<file path="src/rtl/da_filter_pkg.sv">
package da_filter_pkg;
  typedef enum logic [2:0] {
    KIND_NONE    = 3'd0,
    KIND_STATION = 3'd1,
    KIND_BCAST   = 3'd2,
    KIND_MHASH   = 3'd3,
    KIND_UHASH   = 3'd4,
    KIND_COPY    = 3'd5
  } match_kind_e;
endpackage

</file>
<file path="src/rtl/da_hash_fold.sv">
module da_hash_fold #(
  parameter int ADDR_W = 48,
  parameter int IDX_W  = 6
) (
  input  logic [ADDR_W-1:0] addr,
  output logic [IDX_W-1:0]  idx
);
  localparam int TAPS = (ADDR_W + IDX_W - 1) / IDX_W;

  // Each index bit folds every IDX_W-th address bit together.
  for (genvar n = 0; n < IDX_W; n++) begin : g_fold
    always_comb begin
      idx[n] = 1'b0;
      for (int k = 0; k < TAPS; k++) begin
        if (n + k * IDX_W < ADDR_W) idx[n] = idx[n] ^ addr[n + k * IDX_W];
      end
    end
  end
endmodule

</file>
<file path="src/rtl/da_table_pick.sv">
module da_table_pick #(
  parameter int WORD_W = 32,
  parameter int IDX_W  = 6
) (
  input  logic [WORD_W-1:0] word_lo,
  input  logic [WORD_W-1:0] word_hi,
  input  logic [IDX_W-1:0]  idx,
  output logic              hit
);
  localparam int SEL_W = $clog2(WORD_W);

  logic [WORD_W-1:0] word;
  assign word = idx[IDX_W-1] ? word_hi : word_lo;
  assign hit  = word[idx[SEL_W-1:0]];
endmodule

</file>
<file path="src/rtl/da_decide.sv">
module da_decide
  import da_filter_pkg::*;
#(
  parameter int ADDR_W = 48
) (
  input  logic [ADDR_W-1:0] addr,
  input  logic [ADDR_W-1:0] station,
  input  logic              tbl_hit,
  input  logic              uhash_en,
  input  logic              mhash_en,
  input  logic              copy_all,
  input  logic              no_bcast,
  output match_kind_e       kind,
  output logic              accept
);
  logic is_sta, is_bc, is_grp, hash_ok;

  assign is_sta  = (addr == station);
  assign is_bc   = &addr;
  assign is_grp  = addr[0];
  assign hash_ok = tbl_hit && (is_grp ? mhash_en : uhash_en);

  always_comb begin
    if (is_sta)                           kind = KIND_STATION;
    else if (is_bc && !no_bcast)          kind = KIND_BCAST;
    else if (is_bc)                       kind = copy_all ? KIND_COPY : KIND_NONE;
    else if (is_grp && mhash_en && tbl_hit)  kind = KIND_MHASH;
    else if (!is_grp && uhash_en && tbl_hit) kind = KIND_UHASH;
    else if (copy_all)                    kind = KIND_COPY;
    else                                  kind = KIND_NONE;
  end

  // Acceptance formed as a sum of rules, independent of the priority chain.
  assign accept = is_sta | copy_all | (is_bc & ~no_bcast) | (~is_bc & hash_ok);
endmodule

</file>
<file path="src/rtl/da_filter.sv">
module da_filter
  import da_filter_pkg::*;
#(
  parameter int ADDR_W = 48,
  parameter int IDX_W  = 6,
  parameter int WORD_W = 32
) (
  input  logic                 clk,
  input  logic                 rst,
  input  logic                 addr_valid,
  input  logic [ADDR_W-1:0]    dst_addr,
  input  logic [WORD_W-1:0]    sta_lo,
  input  logic [ADDR_W-WORD_W-1:0] sta_hi,
  input  logic [WORD_W-1:0]    hash_lo,
  input  logic [WORD_W-1:0]    hash_hi,
  input  logic                 uhash_en,
  input  logic                 mhash_en,
  input  logic                 copy_all,
  input  logic                 no_bcast,
  output logic                 res_valid,
  output logic                 res_accept,
  output logic [2:0]           res_kind,
  output logic [IDX_W-1:0]     res_index
);
  logic [ADDR_W-1:0] station;
  logic [IDX_W-1:0]  idx;
  logic              tbl_hit;
  match_kind_e       kind;
  logic              accept;

  assign station = {sta_hi, sta_lo};

  da_hash_fold #(.ADDR_W(ADDR_W), .IDX_W(IDX_W)) u_fold (
    .addr (dst_addr),
    .idx  (idx)
  );

  da_table_pick #(.WORD_W(WORD_W), .IDX_W(IDX_W)) u_pick (
    .word_lo (hash_lo),
    .word_hi (hash_hi),
    .idx     (idx),
    .hit     (tbl_hit)
  );

  da_decide #(.ADDR_W(ADDR_W)) u_decide (
    .addr     (dst_addr),
    .station  (station),
    .tbl_hit  (tbl_hit),
    .uhash_en (uhash_en),
    .mhash_en (mhash_en),
    .copy_all (copy_all),
    .no_bcast (no_bcast),
    .kind     (kind),
    .accept   (accept)
  );

  always_ff @(posedge clk) begin
    if (rst) begin
      res_valid  <= 1'b0;
      res_accept <= 1'b0;
      res_kind   <= KIND_NONE;
      res_index  <= '0;
    end else begin
      res_valid <= addr_valid;
      if (addr_valid) begin
        res_accept <= accept;
        res_kind   <= kind;
        res_index  <= idx;
      end
    end
  end

  // result strobe follows the input strobe by one cycle
  p_strobe_r2: assert property (@(posedge clk) disable iff (rst)
    addr_valid |=> res_valid);
  // outputs hold while no address is presented
  p_hold_r2: assert property (@(posedge clk) disable iff (rst)
    !addr_valid |=> ($stable(res_kind) && $stable(res_accept) && $stable(res_index)));
  // accept agrees with a nonzero kind
  p_accept_kind_r10: assert property (@(posedge clk) disable iff (rst)
    res_valid |-> (res_accept == (res_kind != 3'd0)));
  // copy-all never rejects
  p_copy_all_r9: assert property (@(posedge clk) disable iff (rst)
    (addr_valid && copy_all) |=> res_accept);
  // station match reported as kind 1
  p_station_r7: assert property (@(posedge clk) disable iff (rst)
    (addr_valid && dst_addr == station) |=> (res_kind == 3'd1));
  // broadcast rejected when configured and no override applies
  p_no_bcast_r8: assert property (@(posedge clk) disable iff (rst)
    (addr_valid && &dst_addr && no_bcast && !copy_all && dst_addr != station)
      |=> !res_accept);
endmodule

</file>
<file path="config.mk">
export PLATFORM = sky130hd
export DESIGN_NAME = da_filter
export DESIGN_NICKNAME = d
export VERILOG_FILES = /design/src/rtl/da_filter_pkg.sv /design/src/rtl/da_hash_fold.sv /design/src/rtl/da_table_pick.sv /design/src/rtl/da_decide.sv /design/src/rtl/da_filter.sv
export SDC_FILE = /design/constraint.sdc
export NUM_CORES = 1
export LEC_CHECK = 0
export BUFFER_PORTS_ARGS = -buffer_cell sky130_fd_sc_hd__buf_2
export CORE_MARGIN = 1
export CORE_UTILIZATION = 40
export CTS_BUF_LIST = sky130_fd_sc_hd__clkbuf_8
export DETAILED_ROUTE_END_ITERATION = 10
export PLACE_DENSITY = 0.9
export SLEW_MARGIN = 0
export SYNTH_ARGS = -nofsm -noshare
export SYNTH_HDL_FRONTEND = slang
export SYNTH_HIERARCHICAL = 1
export SYNTH_SLANG_ARGS = --single-unit
</file>
<file path="constraint.sdc">
create_clock -name clk -period 4.46 [get_ports clk]
set_clock_uncertainty 0.2 [all_clocks]
set_input_delay 0.669 -clock clk [delete_from_list [all_inputs] [get_ports clk]]
set_output_delay 0.669 -clock clk [all_outputs]
set_load 0.05 [all_outputs]
</file>
==> results.sh <==
export IMPL_status="finished, final reports clean"
export IMPL_synth_area_per_cell_sq_um=9.043
export IMPL_maxSlewHeadroom_pct=37.14
export IMPL_critPathKind="in2reg"
export IMPL_cp_num_buf_inv=2
export IMPL_rsz0062_at_grt="false"
export IMPL_cts_buffer_depth=2
export IMPL_coreArea_sq_um=4848
export IMPL_max_freq_ghz=0.2571
export IMPL_ys_seq_area_share_pct=10.63
export IMPL_pwr_density_cell_nw_per_um2=294.2
export IMPL_first_global_vias=2526
export IMPL_path_delay_family="compound AO/OA/AOI/OAI gates"
export IMPL_wl_um=7872
export IMPL_synth_seq_cells=11
export IMPL_vias=2557
export IMPL_hold_viol_final=0
export IMPL_finalMaxSlewViolations=0
export IMPL_reg2reg_slack_ps=3630
export IMPL_drv_cap=0
export IMPL_track_usage_pct=28.17
export IMPL_final_common_cell="buf_2"
export IMPL_max_slew_worst_pin_slew_ps=936.2
export IMPL_p_leak_nw=1.486
export IMPL_die_area_sq_um=5469
export IMPL_max_stage_delay_ps=540
export IMPL_tritoncts="done"
export IMPL_post_route_drc_count=0
export IMPL_die_y_um=73.95
export IMPL_cts_buffers=3
export IMPL_grt_remaining_overflow=0
export IMPL_cp_max_fo=19
export IMPL_fin_ws_ps=570.3
export IMPL_hold_buffers=0
export IMPL_antenna_found_initial=0
export IMPL_final_cells=472
export IMPL_synthToLayoutAreaGrowth_pct=48.40
export IMPL_clock_latency_ps=230
export IMPL_slowest_stage="mux4_2"
export IMPL_crit_path_start_kind="primary input"
export IMPL_tns_ps=0
export IMPL_fin_crit_sh_pct=87.21
export IMPL_synthCells=229
export IMPL_most_common_layout_cells="buf_2 (177), xor2_1 (54), xnor2_1 (34), nor2_1 (18)"
export IMPL_dr_pass1_iters=4
export IMPL_post_cts_buffers=0
export IMPL_crit_chain="buf_2 -> xnor2_1 -> xnor2_1 -> xnor2_2 -> buf_4 -> mux4_2 -> a22oi_1 -> and3_1 -> a211oi_2 -> and3_2 -> a21oi_1 -> a31oi_1 -> a311o_1 -> mux2i_1 -> nor2_1"
export IMPL_detail_route_iter0_violations=157
export IMPL_syn_area_sq_um=2071
export IMPL_pre_cts_slack_ps=295.8
export IMPL_num_rows=25
export IMPL_pin_count=178
export IMPL_place_inst=468
export IMPL_clk_pin_slew_ps=50
export IMPL_gp_congestion=1.001
export IMPL_viasPerCell=5.417
export IMPL_cts_root_buf="clkbuf_8"
export IMPL_ys_types=36
export IMPL_start_util_pct=42.71
export IMPL_path_common_cell="xnor2_1"
export IMPL_wl_per_cell_um=16.68
export IMPL_port_buffers=177
export IMPL_final_layout_size_suffix_gt1_share_pct=50.86
export IMPL_diodes=0
export IMPL_grt_max_degree=20
export IMPL_finalSetupViolCount=0
export IMPL_num_nets_final=573
export IMPL_die_width_um=73.95
export IMPL_worst_ep_arrival_time_ps=3810
export IMPL_period_minus_slack_ps=3890
export IMPL_clock_sinks=11
export IMPL_htreeDepth=1
export IMPL_synth_nets=396
export IMPL_synth_warnings=6
export IMPL_vdd_drop_max_mv=0.1590
export IMPL_utilization_pct=63.38
export IMPL_hold_class="reg2reg"
export IMPL_ctsResizeCount=0
export IMPL_drtAntennaViolNets=0
export IMPL_end_kind="flip-flop"
export IMPL_cp_required_ps=4380
export IMPL_grt_pass1_wl_um=11810
export IMPL_dp_hpwl_um=6986
worst paths after layout:
check	start	end	depth (start not counted)
hold reg to reg	res_kind[1]$_SDFFE_PP0P_	res_kind[1]$_SDFFE_PP0P_	2
setup / recovery	dst_addr[11]	res_kind[0]$_SDFFE_PP0P_	15
setup reg to reg	res_index[0]$_SDFFE_PP0P_	res_index[0]$_SDFFE_PP0P_	2
hold / removal	res_kind[1]$_SDFFE_PP0P_	res_kind[1]$_SDFFE_PP0P_	2
routing by layer:
metal | track usage [%] | wire length, um
met5 | 0 | 0
met4 | 11.54 | 214
met3 | 1.897 | 510
met2 | 52.12 | 4146
met1 | 33.58 | 3000
flip-flops by register name (all words and copies together) (netlist names):
| signal | count |
|---|---|
| res_valid | 1 |
| res_index | 6 |
| res_kind | 3 |
| res_accept | 1 |
area by class of cell:
cell class / instances / area (sq um)
tap: 67 / 83.83
sequential: 11 / 220.2
multi-input combinational: 205 / 1797
clock inverter: 1 / 3.754
timing repair buffer: 180 / 908.4
fill: 443 / 1775
clock buffer: 3 / 41.29
inverter: 5 / 18.77
worst reg2reg max path: stages (launching register included):
cell and delay, ps:
dfxtp_1 330, mux2i_1 130, nor2_1 50
through the flow:
step,hold WS [ps],instance area [sq um],power [mW]
after floorplan,537.0,2071,0.6093
after global placement,275.1,3028,0.7888
after detailed placement,278.8,3028,0.8045
after CTS,291.1,3073,0.9025
after global routing,327.8,3073,0.9610
final,283.4,3073,0.9040
power by group:
part / internal [mW] / switching (mW) / total (mW)
combinational: 0.316 / 0.370 / 0.686
clock: 0.0602 / 0.0348 / 0.0950
sequential: 0.115 / 0.00857 / 0.123
synthesized netlist by cell type:
library cell / count / area [sq um]
nand4_1: 16 / 100.1
dfxtp_1: 11 / 220.2
nor3b_2: 1 / 12.51
a2111oi_0: 1 / 8.760
a211oi_1: 1 / 7.510
a311o_1: 1 / 10.01
buf_6: 2 / 22.52
o2111ai_1: 1 / 8.760
nand3_1: 3 / 15.01
mux4_2: 11 / 247.7
nor2b_1: 4 / 25.02
mux2i_1: 16 / 160.2
nor4_2: 3 / 37.54
nor3_2: 1 / 10.01
mux4_1: 1 / 26.28
and3_1: 2 / 12.51
nor3_1: 2 / 10.01
a22oi_1: 2 / 15.01
a32oi_1: 1 / 8.760
nand2b_1: 2 / 12.51
nor2_1: 18 / 67.56
buf_2: 4 / 20.02
nand2_1: 3 / 11.26
xnor2_1: 36 / 315.3
clkbuf_1: 2 / 7.510
a21oi_1: 1 / 5.000
nand3b_1: 2 / 15.01
nor4_1: 15 / 93.84
a31oi_1: 1 / 6.260
mux2_2: 1 / 11.26
o211ai_1: 1 / 7.510
xor2_1: 54 / 473.0
a221oi_2: 1 / 15.01
inv_1: 5 / 18.77
and3_2: 1 / 7.510
a211oi_2: 2 / 25.02
cells by family (layout without fill, tap and decap cells):
group	Yosys count	in the layout	synth area share, %
simple gates	73	73	20.78
mux	29	29	21.51
xor+xnor	90	90	38.07
buf+inv	13	189	3.323
compound gates	13	13	5.680
flops	11	11	10.63
No activity file was read; power rests on OpenSTA's default activity.
